File: src/rtl/seqRunnerPkg.sv
package seqRunnerPkg;

  parameter int SIG_ID_W   = 8;
  parameter int DELAY_W    = 8;
  parameter int NUM_PINS   = 6;
  parameter int STEP_IDX_W = 3;

  typedef enum logic [1:0] {
    SEQ_BRINGUP = 2'd0,
    SEQ_RESUME  = 2'd1,
    SEQ_SUSPEND = 2'd2,
    SEQ_SHUTDN  = 2'd3
  } seqKind_e;

  localparam logic [SIG_ID_W-1:0] PIN_SUS33  = SIG_ID_W'(0);
  localparam logic [SIG_ID_W-1:0] PIN_SUS18  = SIG_ID_W'(1);
  localparam logic [SIG_ID_W-1:0] PIN_RUN33  = SIG_ID_W'(2);
  localparam logic [SIG_ID_W-1:0] PIN_RUN18  = SIG_ID_W'(3);
  localparam logic [SIG_ID_W-1:0] PIN_CPURST = SIG_ID_W'(4);
  localparam logic [SIG_ID_W-1:0] PIN_WDOG   = SIG_ID_W'(5);

  localparam logic [NUM_PINS-1:0] PIN_RESET_VALUE = NUM_PINS'(1) << PIN_WDOG;

  typedef struct packed {
    logic [SIG_ID_W-1:0] sigId;
    logic                level;
    logic [DELAY_W-1:0]  delayMs;
    logic                last;
  } step_t;

  typedef struct packed {
    logic                writeEn;
    logic [SIG_ID_W-1:0] sigId;
    logic                level;
    logic                loadDelay;
    logic [DELAY_W-1:0]  delayMs;
    logic                countEn;
  } dpCtrl_t;

  function automatic step_t mkStep(logic [SIG_ID_W-1:0] id, logic lvl,
                                   int unsigned dly, logic isLast);
    step_t s;
    s.sigId   = id;
    s.level   = lvl;
    s.delayMs = DELAY_W'(dly);
    s.last    = isLast;
    return s;
  endfunction

endpackage

File: src/rtl/seqStepRom.sv
module seqStepRom
  import seqRunnerPkg::*;
(
  input  seqKind_e              kind,
  input  logic [STEP_IDX_W-1:0] idx,
  output step_t                 step
);

  always_comb begin
    step = mkStep(PIN_WDOG, 1'b1, 0, 1'b1);
    unique case (kind)
      SEQ_BRINGUP: begin
        case (idx)
          STEP_IDX_W'(0): step = mkStep(PIN_SUS33, 1'b1, 2, 1'b0);
          STEP_IDX_W'(1): step = mkStep(PIN_SUS18, 1'b1, 2, 1'b0);
          STEP_IDX_W'(2): step = mkStep(PIN_CPURST, 1'b1, 2, 1'b1);
          default:        step = mkStep(PIN_CPURST, 1'b1, 0, 1'b1);
        endcase
      end
      SEQ_RESUME: begin
        case (idx)
          STEP_IDX_W'(0): step = mkStep(PIN_RUN33, 1'b1, 0, 1'b0);
          STEP_IDX_W'(1): step = mkStep(PIN_RUN18, 1'b1, 0, 1'b1);
          default:        step = mkStep(PIN_RUN18, 1'b1, 0, 1'b1);
        endcase
      end
      SEQ_SUSPEND: begin
        case (idx)
          STEP_IDX_W'(0): step = mkStep(PIN_RUN33, 1'b0, 0, 1'b0);
          STEP_IDX_W'(1): step = mkStep(PIN_RUN18, 1'b0, 0, 1'b1);
          default:        step = mkStep(PIN_RUN18, 1'b0, 0, 1'b1);
        endcase
      end
      SEQ_SHUTDN: begin
        case (idx)
          STEP_IDX_W'(0): step = mkStep(PIN_CPURST, 1'b0, 0, 1'b0);
          STEP_IDX_W'(1): step = mkStep(PIN_SUS18, 1'b0, 2, 1'b0);
          STEP_IDX_W'(2): step = mkStep(PIN_SUS33, 1'b0, 2, 1'b0);
          STEP_IDX_W'(3): step = mkStep(PIN_WDOG, 1'b0, 3, 1'b0);
          STEP_IDX_W'(4): step = mkStep(PIN_WDOG, 1'b1, 0, 1'b1);
          default:        step = mkStep(PIN_WDOG, 1'b1, 0, 1'b1);
        endcase
      end
      default: step = mkStep(PIN_WDOG, 1'b1, 0, 1'b1);
    endcase
  end

endmodule

File: src/rtl/seqControl.sv
module seqControl
  import seqRunnerPkg::*;
(
  input  logic                  clk,
  input  logic                  rstN,
  input  logic                  startPulse,
  input  logic [1:0]            seqSel,
  input  logic                  msTick,
  input  logic                  cntAtOne,
  input  step_t                 step,
  output seqKind_e              kind,
  output logic [STEP_IDX_W-1:0] idx,
  output dpCtrl_t               dpCtrl,
  output logic                  busy,
  output logic                  done
);

  typedef enum logic [1:0] {
    ST_IDLE  = 2'd0,
    ST_APPLY = 2'd1,
    ST_WAIT  = 2'd2,
    ST_FIN   = 2'd3
  } state_e;

  state_e                state, stateNext;
  logic [STEP_IDX_W-1:0] idxNext;
  seqKind_e              kindNext;
  logic                  stepFinished;

  always_ff @(posedge clk or negedge rstN) begin
    if (!rstN) begin
      state <= ST_IDLE;
      idx   <= '0;
      kind  <= SEQ_BRINGUP;
    end else begin
      state <= stateNext;
      idx   <= idxNext;
      kind  <= kindNext;
    end
  end

  always_comb begin
    stepFinished = 1'b0;
    if (state == ST_APPLY) stepFinished = (step.delayMs == '0);
    if (state == ST_WAIT)  stepFinished = msTick && cntAtOne;
  end

  always_comb begin
    stateNext = state;
    idxNext   = idx;
    kindNext  = kind;
    unique case (state)
      ST_IDLE: begin
        if (startPulse) begin
          stateNext = ST_APPLY;
          idxNext   = '0;
          kindNext  = seqKind_e'(seqSel);
        end
      end
      ST_APPLY: begin
        if (!stepFinished) stateNext = ST_WAIT;
      end
      ST_WAIT: ;
      ST_FIN: stateNext = ST_IDLE;
      default: stateNext = ST_IDLE;
    endcase
    if (stepFinished) begin
      if (step.last) begin
        stateNext = ST_FIN;
      end else begin
        stateNext = ST_APPLY;
        idxNext   = idx + STEP_IDX_W'(1);
      end
    end
  end

  always_comb begin
    dpCtrl           = '0;
    dpCtrl.sigId     = step.sigId;
    dpCtrl.level     = step.level;
    dpCtrl.delayMs   = step.delayMs;
    dpCtrl.writeEn   = (state == ST_APPLY);
    dpCtrl.loadDelay = (state == ST_APPLY);
    dpCtrl.countEn   = (state == ST_WAIT) && msTick;
  end

  assign busy = (state != ST_IDLE);
  assign done = (state == ST_FIN);

endmodule

File: src/rtl/seqDatapath.sv
module seqDatapath
  import seqRunnerPkg::*;
(
  input  logic                clk,
  input  logic                rstN,
  input  dpCtrl_t             dpCtrl,
  output logic [NUM_PINS-1:0] pinQ,
  output logic                cntAtOne
);

  logic [DELAY_W-1:0] delayCnt;

  for (genvar p = 0; p < NUM_PINS; p++) begin : g_pin
    localparam logic [SIG_ID_W-1:0] MY_ID = SIG_ID_W'(p);
    always_ff @(posedge clk or negedge rstN) begin
      if (!rstN) begin
        pinQ[p] <= PIN_RESET_VALUE[p];
      end else if (dpCtrl.writeEn && (dpCtrl.sigId == MY_ID)) begin
        pinQ[p] <= dpCtrl.level;
      end
    end
  end

  always_ff @(posedge clk or negedge rstN) begin
    if (!rstN) begin
      delayCnt <= '0;
    end else if (dpCtrl.loadDelay) begin
      delayCnt <= dpCtrl.delayMs;
    end else if (dpCtrl.countEn && (delayCnt != '0)) begin
      delayCnt <= delayCnt - DELAY_W'(1);
    end
  end

  assign cntAtOne = (delayCnt == DELAY_W'(1));

endmodule

File: src/rtl/gpioSeqRunner.sv
module gpioSeqRunner
  import seqRunnerPkg::*;
(
  input  logic       clk,
  input  logic       rstN,
  input  logic       msTick,
  input  logic       startPulse,
  input  logic [1:0] seqSel,
  output logic       done,
  output logic       en3v3S3,
  output logic       en1v8S3,
  output logic       en3v3S0,
  output logic       en1v8S0,
  output logic       apResetN,
  output logic       pmicWdogN
);

  seqKind_e              kind;
  logic [STEP_IDX_W-1:0] idx;
  step_t                 step;
  dpCtrl_t               dpCtrl;
  logic                  cntAtOne;
  logic                  busy;
  logic [NUM_PINS-1:0]   pinQ;

  seqControl uCtrl (
    .clk        (clk),
    .rstN       (rstN),
    .startPulse (startPulse),
    .seqSel     (seqSel),
    .msTick     (msTick),
    .cntAtOne   (cntAtOne),
    .step       (step),
    .kind       (kind),
    .idx        (idx),
    .dpCtrl     (dpCtrl),
    .busy       (busy),
    .done       (done)
  );

  seqStepRom uRom (
    .kind (kind),
    .idx  (idx),
    .step (step)
  );

  seqDatapath uDp (
    .clk      (clk),
    .rstN     (rstN),
    .dpCtrl   (dpCtrl),
    .pinQ     (pinQ),
    .cntAtOne (cntAtOne)
  );

  assign en3v3S3   = pinQ[PIN_SUS33];
  assign en1v8S3   = pinQ[PIN_SUS18];
  assign en3v3S0   = pinQ[PIN_RUN33];
  assign en1v8S0   = pinQ[PIN_RUN18];
  assign apResetN  = pinQ[PIN_CPURST];
  assign pmicWdogN = pinQ[PIN_WDOG];

endmodule

File: config.mk
export PLATFORM = sky130hd
export DESIGN_NAME = gpioSeqRunner
export DESIGN_NICKNAME = d
export VERILOG_FILES = /design/src/rtl/seqRunnerPkg.sv /design/src/rtl/seqStepRom.sv /design/src/rtl/seqControl.sv /design/src/rtl/seqDatapath.sv /design/src/rtl/gpioSeqRunner.sv
export SDC_FILE = /design/constraint.sdc
export NUM_CORES = 1
export LEC_CHECK = 0
export BUFFER_PORTS_ARGS = -buffer_cell sky130_fd_sc_hd__buf_2
export CAP_MARGIN = 10
export CORE_ASPECT_RATIO = 1.5
export CORE_UTILIZATION = 40
export DETAILED_ROUTE_END_ITERATION = 8
export SYNTH_ARGS = -nofsm -noshare
export SYNTH_HDL_FRONTEND = slang
export SYNTH_SLANG_ARGS = --single-unit
File: constraint.sdc
create_clock -name clk -period 2.25 [get_ports clk]
set_input_delay 0.1125 -clock clk [delete_from_list [all_inputs] [get_ports clk]]
set_output_delay 0.1125 -clock clk [all_outputs]
set_load 0.1 [all_outputs]
# [Word level (Yosys, flattened, before mapping)]
# Index checks and enable logic that the tools add are counted.
[totals] ff_bits=21 output_inout_bits=7
[op_classes] n_addsub=2 n_eq_ne=16 n_mux=17 n_reduce_logical=19
[ops] cell="one-hot mux 18 bit (4 select lines)" count=1
[ops] cell="one-hot mux 13 bit (4 select lines)" count=1
[ops] cell="one-hot mux 13 bit (3 select lines)" count=1
[ops] cell="two-way mux 11 bit" count=2
[ops] cell="== test 8 x 1 -> 1 bit (second input constant)" count=2
[ops] cell="== test 8 x 2 -> 1 bit (second input constant)" count=2
[ops] cell="== test 8 x 3 -> 1 bit (second input constant)" count=2
[ops] cell="logical NOT 8 bit" count=2
[ops] cell="two-way mux 8 bit" count=2
[ops] cell="two-way mux 3 bit" count=4
[ops] cell="logical AND 1 bit" count=9
[ops] cell="== test 2 bit (second input constant)" count=4
[ops] cell="nonzero test 8 bit" count=1
[ops] cell="subtractor 8 x 1 -> 8 bit (second input constant)" count=1
[ops] cell="== test 3 x 2 -> 1 bit (second input constant)" count=2
[ops] cell="two-way mux 2 bit" count=3
[ops] cell="one-hot mux 2 bit (3 select lines)" count=1
[ops] cell="== test 2 x 1 -> 1 bit (second input constant)" count=2
[ops] cell="logical NOT 2 bit" count=2
[ops] cell="AND reduction 2 bit" count=2
[ops] cell="nonzero test 4 bit" count=1
[ops] cell="adder 3 x 1 -> 3 bit (second input constant)" count=1
[ops] cell="== test 3 x 1 -> 1 bit (second input constant)" count=1
[ops] cell="logical NOT 3 bit" count=1
[ops] cell="3 further kinds" count=4

# [Depth between registers and ports, before layout]
# Gate-level depths: netlist (run 1).
[logic_depth] depth_word=8 mapped_depth=7 mapped_depth_nobuf=6

# [By module]
# A second synthesis (run 1) with hierarchy kept.
[hier_totals] cells_unflattened=181 hier_area_um2=1651.6
[by_module_without_submodules] mod="seqDatapath" n_inst=1 cells_each=86 area_per_inst_um2=849.6 seq_area_each_um2=351.6
[by_module_without_submodules] mod="seqControl" n_inst=1 cells_each=52 area_per_inst_um2=513.0 seq_area_each_um2=175.2
[by_module_without_submodules] mod="seqStepRom" n_inst=1 cells_each=43 area_per_inst_um2=289.0 seq_area_each_um2=0.0

# [Worst setup path before layout (run 1)]
# No wires, ideal clock.
[synth_path] path_type="register to register" start="register uCtrl.kind[0]" end="register uDp.pinQ[4]" setup_time_ps=125 t_arrival_ps=1828 required_time_ps=2125 slack_ps=296 stages_incl_launch_ff=8 path_buffers=1 synth_period_minus_slack_ps=1954 cell_sequence="dfrtp_1 -> inv_1 -> ha_1 -> buf_6 -> nor3b_1 -> or3_1 -> nor4_1 -> mux2_2"
[synth_via] elab_chain_len=4 word_cells_on_any_way=7
[synth_rtl] element="start, declared" line_no="seqControl.sv:11" rtl="output seqKind_e kind,"
[synth_rtl] element="start signal, assigned" line_no="seqControl.sv:38" rtl="kind <= kindNext;"
[synth_rtl] element="== test 2 bit, or another cell as far along" line_no="seqStepRom.sv:11" rtl="unique case (kind)"
[synth_rtl] element="one-hot mux 18 bit (4 select lines) *" line_no="seqStepRom.sv:11"
[synth_rtl] element="== test 8 x 3 -> 1 bit" line_no="seqDatapath.sv:18" rtl="end else if (dpCtrl.writeEn && (dpCtrl.sigId == MY_ID)) begin"
[synth_rtl] element="logical AND 1 bit" line_no="seqDatapath.sv:18"
[synth_rtl] element="end signal, assigned by index" line_no="seqDatapath.sv:17" rtl="pinQ[p] <= PIN_RESET_VALUE[p];"
[synth_rtl] element="end signal, assigned by index" line_no="seqDatapath.sv:19" rtl="pinQ[p] <= dpCtrl.level;"
[synth_rtl] element="end, declared" line_no="seqDatapath.sv:7" rtl="output logic [NUM_PINS-1:0] pinQ,"
# Every way passes the cells marked *; elsewhere a longest branch is shown, timed or not. The select of a mux whose other input is x is not followed.
# A chain may end at the register's enable or synchronous reset.

# [Worst setup path in the final report (run 1)]
[layout_path] start="register uCtrl.idx[1]" end="register uDp.pinQ[4]"
[layout_via] elab_chain_len=5 word_cells_on_any_way=11
[layout_rtl] element="start, declared" line_no="seqControl.sv:12" rtl="output logic [STEP_IDX_W-1:0] idx,"
[layout_rtl] element="start signal, assigned" line_no="seqControl.sv:37" rtl="idx <= idxNext;"
[layout_rtl] element="== test 3 x 2 -> 1 bit, or another cell as far along" line_no="seqStepRom.sv:35" rtl="case (idx)"
[layout_rtl] element="one-hot mux 13 bit (4 select lines), or another cell as far along" line_no="seqStepRom.sv:35"
[layout_rtl] element="one-hot mux 18 bit (4 select lines) *" line_no="seqStepRom.sv:11"
[layout_rtl] element="== test 8 x 3 -> 1 bit" line_no="seqDatapath.sv:18"
[layout_rtl] element="logical AND 1 bit" line_no="seqDatapath.sv:18"
# Marked as above.

==> flow_summary.rst, run 1 <==
.. list-table::
   :header-rows: 1

   * - Metric
     - Value
   * - Cell breakdown of the critical path
     - ha_1 -> ha_1 -> nor4_1 -> or3_1 -> nor4_1 -> mux2_2
   * - Data required time of the critical path
     - 2.40 ns
   * - CP Capture Type
     - flop
   * - Clk_lat worst skew
     - 0.26 ns
   * - Gr usage total
     - 16.1%
   * - Die Height
     - 75.2 µm
   * - Number of antenna violations at the first check in global routing
     - 0
   * - Pins over their slew limit
     - 0
   * - Row Count
     - 26
   * - Most used DFF post-synth
     - sky130_fd_sc_hd__dfrtp_1
   * - Final estimated routing congestion in global placement
     - 0.799
   * - Largest net degree at the start of global routing
     - 22
   * - Min-Delay Path Depth
     - 3
   * - Crit-path max FO
     - 7
   * - CP max stage delay
     - 0.47 ns
   * - Highest achievable clock rate
     - 0.475 GHz
   * - Number of port buffers
     - 12
   * - Post-DR wirelength/cell
     - 13.1 µm
   * - Number of enable-type register cells in the synthesized netlist
     - 0
   * - Number of endpoints failing setup at the final stage
     - 0
   * - Largest area contributor in the synthesized netlist
     - sky130_fd_sc_hd__dfrtp_1
   * - Count of fill cells added during filler insertion
     - 333
   * - Distinct cell type count of the synthesized netlist
     - 43
   * - Async set-or-reset flop fraction in the synthesized netlist
     - 100%
   * - Max transition margin
     - 62.7%
   * - Unrepaired setup endpoints after global routing
     - false
   * - Total of max-cap violations
     - 0
   * - Mean instance size in the synthesized netlist
     - 10.1 µm²
   * - Synthesized cell area
     - 0.00143 mm²
   * - Initial standard-cell utilization of the core
     - 41.8%
   * - Outcome
     - complete, no violations
   * - Post-detailed-route via-to-cell ratio
     - 5.22
   * - Number of antenna diodes
     - 0
   * - Syn Inst Count
     - 141
   * - DRC violations left
     - 0
   * - Overall via count from detail_route
     - 1060
   * - TritonCTS clock tree
     - yes
   * - Top Family by Delay on Critical Path
     - simple AND/OR/NAND/NOR gates
   * - I/O Pins
     - 13
   * - Floorplan die area
     - 0.00382 mm²
   * - Cell count of the worst reg-to-reg path
     - 6
   * - Area of the placeable core
     - 0.00342 mm²
   * - Number of warnings reported in the yosys synthesis log
     - 0
   * - Post-synth top area share
     - 35.1%
   * - Clock tree root buffer cell
     - sky130_fd_sc_hd__clkbuf_8
   * - Slew of the pin with the lowest slew margin
     - 0.555 ns
   * - Number of nets still failing antenna checks after routing
     - 0
   * - Vias in the first global route
     - 1022
   * - Register area share after synthesis
     - 36.9%
   * - Startpoint-to-endpoint class of the critical path
     - reg -> reg
   * - Number of clock buffers inserted by TritonCTS
     - 3
   * - Wire length of the first global-routing pass
     - 4530 µm
   * - Top cells by area in the synthesized netlist
     - sky130_fd_sc_hd__dfrtp_1 (35%), sky130_fd_sc_hd__ha_1 (11%), sky130_fd_sc_hd__mux2_2 (4.7%)
   * - Minimum period implied by the final worst setup slack
     - 2.11 ns
   * - Setup Total Neg Slack
     - 0 ns
   * - Hold Fails Final Rpt
     - 0
   * - Crit path depth
     - 6
   * - Share of post-route cells with drive strength above 1
     - 26.1%
   * - Routed wire length
     - 2660 µm
   * - Startpoint kind of the worst setup timing path
     - flop
   * - Deepest level of the CTS H-tree
     - 1
   * - Number of synthesized register bits
     - 21
   * - Number of nets in the layout
     - 180
   * - Clock sink total
     - 21
   * - Highest-delay cell along the critical path
     - sky130_fd_sc_hd__dfrtp_1
   * - Final Skew
     - 0.00272 ns
   * - Initial drt markers
     - 19
   * - Period Utilization, post-route
     - 93.6%
   * - Number of detailed-route iterations in the first pass
     - 4
   * - Synthesized Nets
     - 159
   * - Buffers & Inverters on Critical Path
     - 0
   * - Crit path arrival time
     - 2.26 ns
   * - Class of the most critical hold timing path
     - in -> reg
   * - GRT overflow
     - 0
   * - Synth-to-layout area growth
     - 13.3%
   * - Clock edge transition at the registers on the reported setup and hold paths
     - 0.08 ns
   * - Post-detailed-placement half-perimeter wirelength
     - 2070 µm
   * - Die Width
     - 50.8 µm
   * - Max clock buf depth
     - 2
[metal layers]
layer  vias up  part of all wire, %  routed length (µm)  global-route usage, %
met5         -                    0                   0                      0
met4         0                  1.4                  36                   5.56
met1       498                   43                1150                   18.6
met3         4                  1.6                  42                   1.82
li1        547                    -                   -                      -
met2        11                   54                1440                   30.2
[layout by cell type, fill, tap and decap left out, types with 2 or more instances in the layout]
master and n:
sky130_fd_sc_hd__nor3b_1 2, sky130_fd_sc_hd__ha_1 11, sky130_fd_sc_hd__xnor2_1 4, sky130_fd_sc_hd__nand3_1 2
sky130_fd_sc_hd__nor2_1 11, sky130_fd_sc_hd__nor2b_1 3, sky130_fd_sc_hd__dfrtp_1 20, sky130_fd_sc_hd__o211ai_1 2
sky130_fd_sc_hd__o21bai_1 2, sky130_fd_sc_hd__nand2b_1 4, sky130_fd_sc_hd__buf_4 6, sky130_fd_sc_hd__nor4_1 5
sky130_fd_sc_hd__clkbuf_8 3, sky130_fd_sc_hd__or3_1 2, sky130_fd_sc_hd__nand3b_1 3, sky130_fd_sc_hd__mux2i_1 3
sky130_fd_sc_hd__buf_2 12, sky130_fd_sc_hd__mux2_2 6, sky130_fd_sc_hd__a21oi_1 7, sky130_fd_sc_hd__nor3_1 4
sky130_fd_sc_hd__o21ai_0 5, sky130_fd_sc_hd__and2_1 3, sky130_fd_sc_hd__inv_1 8, sky130_fd_sc_hd__nand2_1 10
[synth_stat cells, drive strengths merged, types with 2 or more instances]
cell	instances
o21bai	2
inv	8
nor2	11
nand3b	3
nor3b	2
nor3	4
nand3	2
mux2i	3
ha	12
or3	2
o211ai	2
xnor2	4
dfrtp	20
nand2b	4
nand2	10
a21oi	8
mux2	7
or3b	2
nor4	6
a211oi	2
o21ai	5
and2	3
nor2b	3
buf	2
o221ai	2
[cell families after synthesis]
logic type / share of synthesized area (%)
AND/OR/NAND/NOR: 21.9
AO/OA/AOI/OAI: 16.4
flip-flops: 36.9
adder cells (fa/ha/maj): 10.5
buffers and inverters: 3.94
multiplexers: 7.89
XOR/XNOR: 2.45
[cell type report]
| type | instances | area, µm² | share of cell area (%) |
|---|---|---|---|
| Tap cell | 42 | 52.6 | 3.25 |
| Clock inverter | 1 | 5.00 | 0.309 |
| Multi-Input combinational cell | 109 | 847 | 52.4 |
| Clock buffer | 3 | 41.3 | 2.55 |
| Timing Repair Buffer | 19 | 115 | 7.12 |
| Sequential cell | 21 | 527 | 32.6 |
| Inverter | 8 | 30.0 | 1.86 |
[metrics by stage]
stage / utilization, % / instance area, µm² / hold WS [ns] / worst slack, ns / cells
floorplan: - / 1430 / -0.183 / 0.296 / 141
global placement: 45.6 / 1560 / 0.106 / 0.187 / 198
detailed placement: 45.6 / 1560 / 0.108 / 0.124 / 198
CTS: 47.3 / 1620 / 0.0511 / 0.0997 / 203
global route: 47.4 / 1620 / 0.0847 / 0.0180 / 203
finish: 47.4 / 1620 / 0.0544 / 0.143 / 203
[final timing paths]
kind                         startpoint              end  slack [ns]
setup / recovery           uCtrl.idx[1]      uDp.pinQ[4]        0.14
hold / removal                seqSel[0]    uCtrl.kind[0]        0.05
setup reg to reg           uCtrl.idx[1]      uDp.pinQ[4]        0.14
hold reg to reg             uDp.pinQ[2]      uDp.pinQ[2]        0.50
max in group asynchronous          rstN      uDp.pinQ[5]        1.56
min in group asynchronous          rstN  uDp.delayCnt[2]        0.33
[worst reg2reg max path, stage by stage, from the launching register on]
cell                      delay [ns]
sky130_fd_sc_hd__dfrtp_1        0.47
sky130_fd_sc_hd__ha_1           0.20
sky130_fd_sc_hd__ha_1           0.22
sky130_fd_sc_hd__nor4_1         0.08
sky130_fd_sc_hd__or3_1          0.39
sky130_fd_sc_hd__nor4_1         0.28
sky130_fd_sc_hd__mux2_2         0.37
[flip-flops by register name, indices dropped and copies added (netlist names)]
signal        flops
uDp.pinQ          6
uCtrl.idx         3
uCtrl.state       2
uCtrl.kind        2
uDp.delayCnt      8
[repair_timing]
item                                   CTS  global route
endpoints found under the hold margin   20             0
hold buffers                             1             0
setup endpoints to repair                0             1
gates resized for setup                  0             1
buffers inserted                         0             0
Power of run 1 is left out: the tool's default activity adds up to more than one toggle a clock period on the data nets, which glitch-free logic cannot reach.
==> run 2: changes to the inputs <==
- BUFFER_PORTS_ARGS: -buffer_cell sky130_fd_sc_hd__buf_2 -> -buffer_cell sky130_fd_sc_hd__clkbuf_2
- TNS_END_PERCENT: unset -> 20
==> run 2 against run 1 <==
  * Global-route usage up 0.75 points
  * Sequential cell count is the same
  * Highest routed layer unchanged
  * Critical path type unchanged
  * Clock skew up 0.0035 ns
  * Register-to-register slack improved by 0.02 ns
  * Maximum frequency up 1.2%
  * Utilization unchanged
  * Die area is the same
  * First-iteration DRC count up 63%
  * Sequential share of layout area did not move
  * Cell count stayed put
==> flow_summary.rst, run 2 (synthesis results as in run 1) <==
.. list-table::
   :header-rows: 1

   * - Metric
     - Value
   * - Post-DR wirelength/cell
     - 13.5 µm (+2.8%)
   * - Number of antenna violations at the first check in global routing
     - 0 (unchanged)
   * - Clock sink total
     - 21 (unchanged)
   * - Number of nets still failing antenna checks after routing
     - 0 (unchanged)
   * - Row Count
     - 26 (unchanged)
   * - Setup Total Neg Slack
     - 0 ns (unchanged)
   * - Minimum period implied by the final worst setup slack
     - 2.08 ns (-0.0246 ns)
   * - Final Skew
     - 0.00627 ns (+0.00355 ns)
   * - Die Height
     - 75.2 µm (unchanged)
   * - Max transition margin
     - 63.5% (+0.84 points)
   * - Initial drt markers
     - 31 (+12)
   * - Min-Delay Path Depth
     - 3 (unchanged)
   * - Top reg by flops
     - uDp.delayCnt
   * - Crit-path max FO
     - 7 (unchanged)
   * - Clk_lat worst skew
     - 0.26 ns (about the same)
   * - Clock tree root buffer cell
     - sky130_fd_sc_hd__clkbuf_8
   * - Crit path arrival time
     - 2.23 ns (-0.03 ns)
   * - Period Utilization, post-route
     - 92.5% (-1.1 points)
   * - Flip-flop count of the largest register, all copies and words added
     - 8 (unchanged)
   * - Number of antenna diodes
     - 0 (unchanged)
   * - Cell count of the worst reg-to-reg path
     - 6 (unchanged)
   * - Commonest non-fill, non-tap cell in the layout
     - sky130_fd_sc_hd__dfrtp_1
   * - TritonCTS clock tree
     - yes
   * - Clock edge transition at the registers on the reported setup and hold paths
     - 0.08 ns (about the same)
   * - Final estimated routing congestion in global placement
     - 0.830 (+3.8%)
   * - CP Capture Type
     - flop
   * - Number of clock buffers inserted by TritonCTS
     - 3 (unchanged)
   * - Share of post-route cells with drive strength above 1
     - 26.1% (unchanged)
   * - Post-CTS repair timing setup buffer count
     - 0 (unchanged)
   * - Number of nets in the layout
     - 180 (unchanged)
   * - Wire length of the first global-routing pass
     - 4740 µm (+4.7%)
   * - Startpoint kind of the worst setup timing path
     - flop
   * - Floorplan die area
     - 0.00382 mm² (unchanged)
   * - Data required time of the critical path
     - 2.40 ns (about the same)
   * - Outcome
     - complete, no violations
   * - Hold Fails Final Rpt
     - 0 (unchanged)
   * - Number of endpoints failing setup at the final stage
     - 0 (unchanged)
   * - Startpoint-to-endpoint class of the critical path
     - reg -> reg
   * - Total of max-cap violations
     - 0 (unchanged)
   * - Vias in the first global route
     - 1092 (+6.8%)
   * - Largest net degree at the start of global routing
     - 22 (unchanged)
   * - Post-detailed-route via-to-cell ratio
     - 5.31 (+1.6%)
   * - Max clock buf depth
     - 2 (unchanged)
   * - Unrepaired setup endpoints after global routing
     - false
   * - Hold Slack
     - 0.0540 ns (-0.000462 ns)
   * - DRC violations left
     - 0 (unchanged)
   * - Number of port buffers
     - 12 (unchanged)
   * - Final cell count without fillers
     - 203 (unchanged)
   * - Synth-to-layout area growth
     - 13.3% (unchanged)
   * - Initial standard-cell utilization of the core
     - 41.8% (unchanged)
   * - Gr usage total
     - 16.8% (+0.75 points)
   * - Pins over their slew limit
     - 0 (unchanged)
   * - Slew of the pin with the lowest slew margin
     - 0.543 ns (-0.0125 ns)
   * - Largest registers
     - uDp.delayCnt x8, uDp.pinQ x6, uCtrl.idx x3
   * - Post-detailed-placement half-perimeter wirelength
     - 2120 µm (+2.4%)
   * - Area of the placeable core
     - 0.00342 mm² (unchanged)
   * - Deepest level of the CTS H-tree
     - 1 (unchanged)
   * - Die Width
     - 50.8 µm (unchanged)
   * - Highest achievable clock rate
     - 0.480 GHz (+1.2%)
   * - Most frequent cells in the layout
     - sky130_fd_sc_hd__dfrtp_1 (20), sky130_fd_sc_hd__clkbuf_2 (12), sky130_fd_sc_hd__nor2_1 (11), sky130_fd_sc_hd__ha_1 (11), sky130_fd_sc_hd__nand2_1 (10)
   * - I/O Pins
     - 13 (unchanged)
   * - Number of detailed-route iterations in the first pass
     - 4 (unchanged)
   * - # placed instances
     - 198 (unchanged)
   * - Class of the most critical hold timing path
     - in -> reg
   * - End-of-flow core utilization
     - 47.4% (unchanged)
   * - GRT overflow
     - 0 (unchanged)
   * - Routed wire length
     - 2740 µm (+2.8%)
   * - Overall via count from detail_route
     - 1077 (+1.6%)
==> run 2: worst paths after layout <==
path / from / slack [ns] / endpoint
max in group asynchronous: rstN / 1.52 / uDp.pinQ[5]
worst max register to register: uCtrl.idx[1] / 0.17 / uDp.pinQ[4]
min in group asynchronous: rstN / 0.36 / uDp.delayCnt[4]
worst max-delay path: uCtrl.idx[1] / 0.17 / uDp.pinQ[4]
worst min register to register: uDp.pinQ[0] / 0.51 / uDp.pinQ[0]
worst min-delay path: seqSel[1] / 0.05 / uCtrl.kind[1]
==> run 2: what timing repair did <==
action,CTS,global route
hold buffers,1,0
endpoints found under the setup margin,0,1
hold endpoints to repair,20,0
resized for setup,0,1
==> run 2: metrics by stage <==
step,cell area [µm²],worst slack [ns]
after detailed placement,1560,0.128
final,1620,0.168
after global placement,1560,0.191
after CTS,1620,0.102
after floorplan,1430,0.296
after global routing,1620,0.0321
==> run 2: metal layers <==
| metal | share of wire, % | vias to the layer above | track usage, % |
|---|---|---|---|
| met5 | 0 | - | 0 |
| met4 | 0.99 | 0 | 6.48 |
| met3 | 2.4 | 2 | 2.42 |
| met2 | 54 | 12 | 31.1 |
| met1 | 43 | 514 | 19.3 |
| li1 | - | 549 | - |
==> run 2: worst max-delay path, stage by stage (launching register included) <==
cell	delay [ns]
sky130_fd_sc_hd__dfrtp_1	0.46
sky130_fd_sc_hd__ha_1	0.19
sky130_fd_sc_hd__ha_1	0.21
sky130_fd_sc_hd__nor4_1	0.08
sky130_fd_sc_hd__or3_1	0.39
sky130_fd_sc_hd__nor4_1	0.28
sky130_fd_sc_hd__mux2_2	0.37
==> run 2: area by class of cell <==
type                    instances  area, µm²
fillers                       322       1800
clock inverters                 1       5.00
inverters                       8       30.0
multi-input cells             109        847
repair buffers                 19        115
well taps                      42       52.6
flip-flops and latches         21        527
clock buffers                   3       41.3
Power of run 2 is left out for the same reason.
==> run 3: changes to the inputs <==
- CORE_ASPECT_RATIO: 1.5 -> unset
- SKIP_CTS_REPAIR_TIMING: unset -> 1
- SYNTH_HIERARCHICAL: unset -> 1
==> run 3 against run 2 <==
  * Clock skew rose by 0.0021 ns
  * Synthesized cell count up 28%
  * Highest routed layer unchanged
  * Final area grew 2.0%
  * Critical path type unchanged
  * Wire length up 12%
  * Setup slack improved by 0.044 ns
==> flow_summary.rst, run 3 <==
.. list-table::
   :header-rows: 1

   * - Metric
     - Value
   * - Flip-flop count of the largest register, all copies and words added
     - 8 (unchanged)
   * - CP Capture Type
     - flop
   * - Largest net degree at the start of global routing
     - 22 (unchanged)
   * - Slew of the pin with the lowest slew margin
     - 0.579 ns (+0.0367 ns)
   * - Hold Fails Final Rpt
     - 0 (unchanged)
   * - Number of clock buffers inserted by TritonCTS
     - 3 (unchanged)
   * - Data required time of the critical path
     - 2.43 ns (+0.03 ns)
   * - Syn Inst Count
     - 180 (+28%)
   * - Synthesized cell area
     - 0.00165 mm² (+15%)
   * - Number of detailed-route iterations in the first pass
     - 4 (unchanged)
   * - Row Count
     - 22 (-15%)
   * - Placement Setup Slack
     - 0.0895 ns (-0.0383 ns)
   * - DRC violations left
     - 0 (unchanged)
   * - Post-detailed-placement half-perimeter wirelength
     - 2320 µm (+9.2%)
   * - Initial standard-cell utilization of the core
     - 43.4% (+1.6 points)
   * - Clock tree root buffer cell
     - sky130_fd_sc_hd__clkbuf_8
   * - Number of nets in the layout
     - 190 (+5.6%)
   * - Final estimated routing congestion in global placement
     - 0.815 (-1.8%)
   * - Startpoint-to-endpoint class of the critical path
     - reg -> reg
   * - Max transition margin
     - 60.8% (-2.7 points)
   * - Number of antenna diodes
     - 0 (unchanged)
   * - Gr usage total
     - 16.4% (-0.44 points)
   * - Synth-to-layout area growth
     - 0.152%
   * - Minimum period implied by the final worst setup slack
     - 2.04 ns (-0.0441 ns)
   * - Outcome
     - complete, no violations
   * - I/O Pins
     - 13 (unchanged)
   * - Count of fill cells added during filler insertion
     - 393 (+22%)
   * - Crit-path max FO
     - 7 (unchanged)
   * - Total of max-cap violations
     - 0 (unchanged)
   * - Class of the most critical hold timing path
     - in -> reg
   * - Number of warnings reported in the yosys synthesis log
     - 6 (+6)
   * - Overall power
     - 1.82 mW
   * - Number of nets still failing antenna checks after routing
     - 0 (unchanged)
   * - Die Width
     - 66.2 µm (+30%)
   * - Top reg by flops
     - uDp/delayCnt
   * - Number of port buffers
     - 12 (unchanged)
   * - Post-DR wirelength/cell
     - 13.7 µm (+1.4%)
   * - Wire length of the first global-routing pass
     - 5470 µm (+15%)
   * - Startpoint kind of the worst setup timing path
     - flop
   * - Floorplan die area
     - 0.00438 mm² (+15%)
   * - Area of the placeable core
     - 0.00380 mm² (+11%)
   * - Number of endpoints failing setup at the final stage
     - 0 (unchanged)
   * - Crit path arrival time
     - 2.22 ns (about the same)
   * - Deepest level of the CTS H-tree
     - 1 (unchanged)
   * - Clk_lat worst skew
     - 0.26 ns (about the same)
   * - Max clock buf depth
     - 2 (unchanged)
   * - Reg-to-reg slack, setup
     - 0.21 ns (+0.04 ns)
   * - GRT overflow
     - 0 (unchanged)
   * - Register area
     - 527 µm² (unchanged)
   * - Highest achievable clock rate
     - 0.491 GHz (+2.2%)
   * - Share of post-route cells with drive strength above 1
     - 19.9% (-6.2 points)
   * - Clock edge transition at the registers on the reported setup and hold paths
     - 0.08 ns (about the same)
   * - Commonest non-fill, non-tap cell in the layout
     - sky130_fd_sc_hd__dfrtp_1
   * - Final Skew
     - 0.00832 ns (+0.00205 ns)
   * - Most frequent cells in the layout
     - sky130_fd_sc_hd__dfrtp_1 (20), sky130_fd_sc_hd__clkbuf_2 (12), sky130_fd_sc_hd__nor2_1 (11), sky130_fd_sc_hd__nand2_1 (11), sky130_fd_sc_hd__conb_1 (11)
   * - Multi-input gate area in the final layout
     - 895 µm² (+5.6%)
   * - Setup Total Neg Slack
     - 0 ns (unchanged)
   * - Unrepaired setup endpoints after global routing
     - false
   * - Total leakage power
     - 0.713 nW
   * - Vias in the first global route
     - 1227 (+12%)
   * - Post-detailed-route via-to-cell ratio
     - 5.45 (+2.7%)
   * - Clock sink total
     - 21 (unchanged)
   * - Pins over their slew limit
     - 0 (unchanged)
   * - Largest registers
     - uDp/delayCnt x8, uDp/pinQ x6, uCtrl/idx x3
   * - Period Utilization, post-route
     - 90.6% (-2.0 points)
   * - Mean instance size in the synthesized netlist
     - 9.15 µm² (-9.6%)
   * - Die Height
     - 66.2 µm (-12%)
   * - Power density over the cells
     - 1100 mW/mm²
   * - IR drop worst, VDD
     - 0.472 mV
   * - TritonCTS clock tree
     - yes
   * - Initial drt markers
     - 47 (+52%)
   * - Smallest setup slack after layout
     - 0.212 ns (+0.0441 ns)
   * - Number of antenna violations at the first check in global routing
     - 0 (unchanged)
   * - Routed wire length
     - 3060 µm (+12%)
   * - Overall via count from detail_route
     - 1221 (+13%)
run 3: path summary, 6_finish.rpt:
kind                       depth (start not counted)            start              end
setup / recovery                                   6  uDp/delayCnt[6]     uCtrl/idx[0]
hold / removal                                     2        seqSel[1]    uCtrl/kind[1]
setup reg to reg                                   6  uDp/delayCnt[6]     uCtrl/idx[0]
hold reg to reg                                    1      uDp/pinQ[0]      uDp/pinQ[0]
max in group asynchronous                          2             rstN      uDp/pinQ[5]
min in group asynchronous                          2             rstN  uDp/delayCnt[7]
run 3: final cells by class:
class	instances	share of cell area [%]
Tap cell	48	3.64
Timing Repair Buffer	17	6.07
Clock inverter	1	0.303
Inverter	6	1.36
Sequential cell	21	31.9
Clock buffer	3	2.50
Multi-Input combinational cell	128	54.2
run 3: routing by layer:
metal,wire [µm],GRT usage (%),share of wire (%)
met1,1420,20.3,46
met2,1470,27.9,48
met3,113,2.41,3.7
met4,58,7.18,1.9
met5,0,0,0
run 3: worst max-delay path, cell delays in order (launching register included):
cell and delay [ns]:
sky130_fd_sc_hd__dfrtp_1 0.45, sky130_fd_sc_hd__or4_1 0.54, sky130_fd_sc_hd__nor4b_1 0.27, sky130_fd_sc_hd__and4b_1 0.24, sky130_fd_sc_hd__a31oi_2 0.06, sky130_fd_sc_hd__nor2_2 0.20
sky130_fd_sc_hd__mux2i_1 0.20
run 3: metrics by stage:
stage / cell area (µm²) / util, % / hold slack [ns] / instances
floorplan: 1690 / - / -0.183 / 190
global placement: 1580 / 41.6 / 0.121 / 219
detailed placement: 1580 / 41.6 / 0.126 / 219
CTS: 1630 / 42.9 / -0.160 / 223
global route: 1650 / 43.4 / 0.0857 / 224
finish: 1650 / 43.4 / 0.0781 / 224
run 3: report_power, final:
group / leakage [nW] / switching, mW / internal, mW / total (mW)
Combinational: 0.420 / 0.553 / 0.376 / 0.929
Clock: 0.0255 / 0.130 / 0.123 / 0.253
Sequential: 0.267 / 0.142 / 0.492 / 0.634
Total: 0.713 / 0.825 / 0.991 / 1.82
Power figures use the tool's default switching activity.
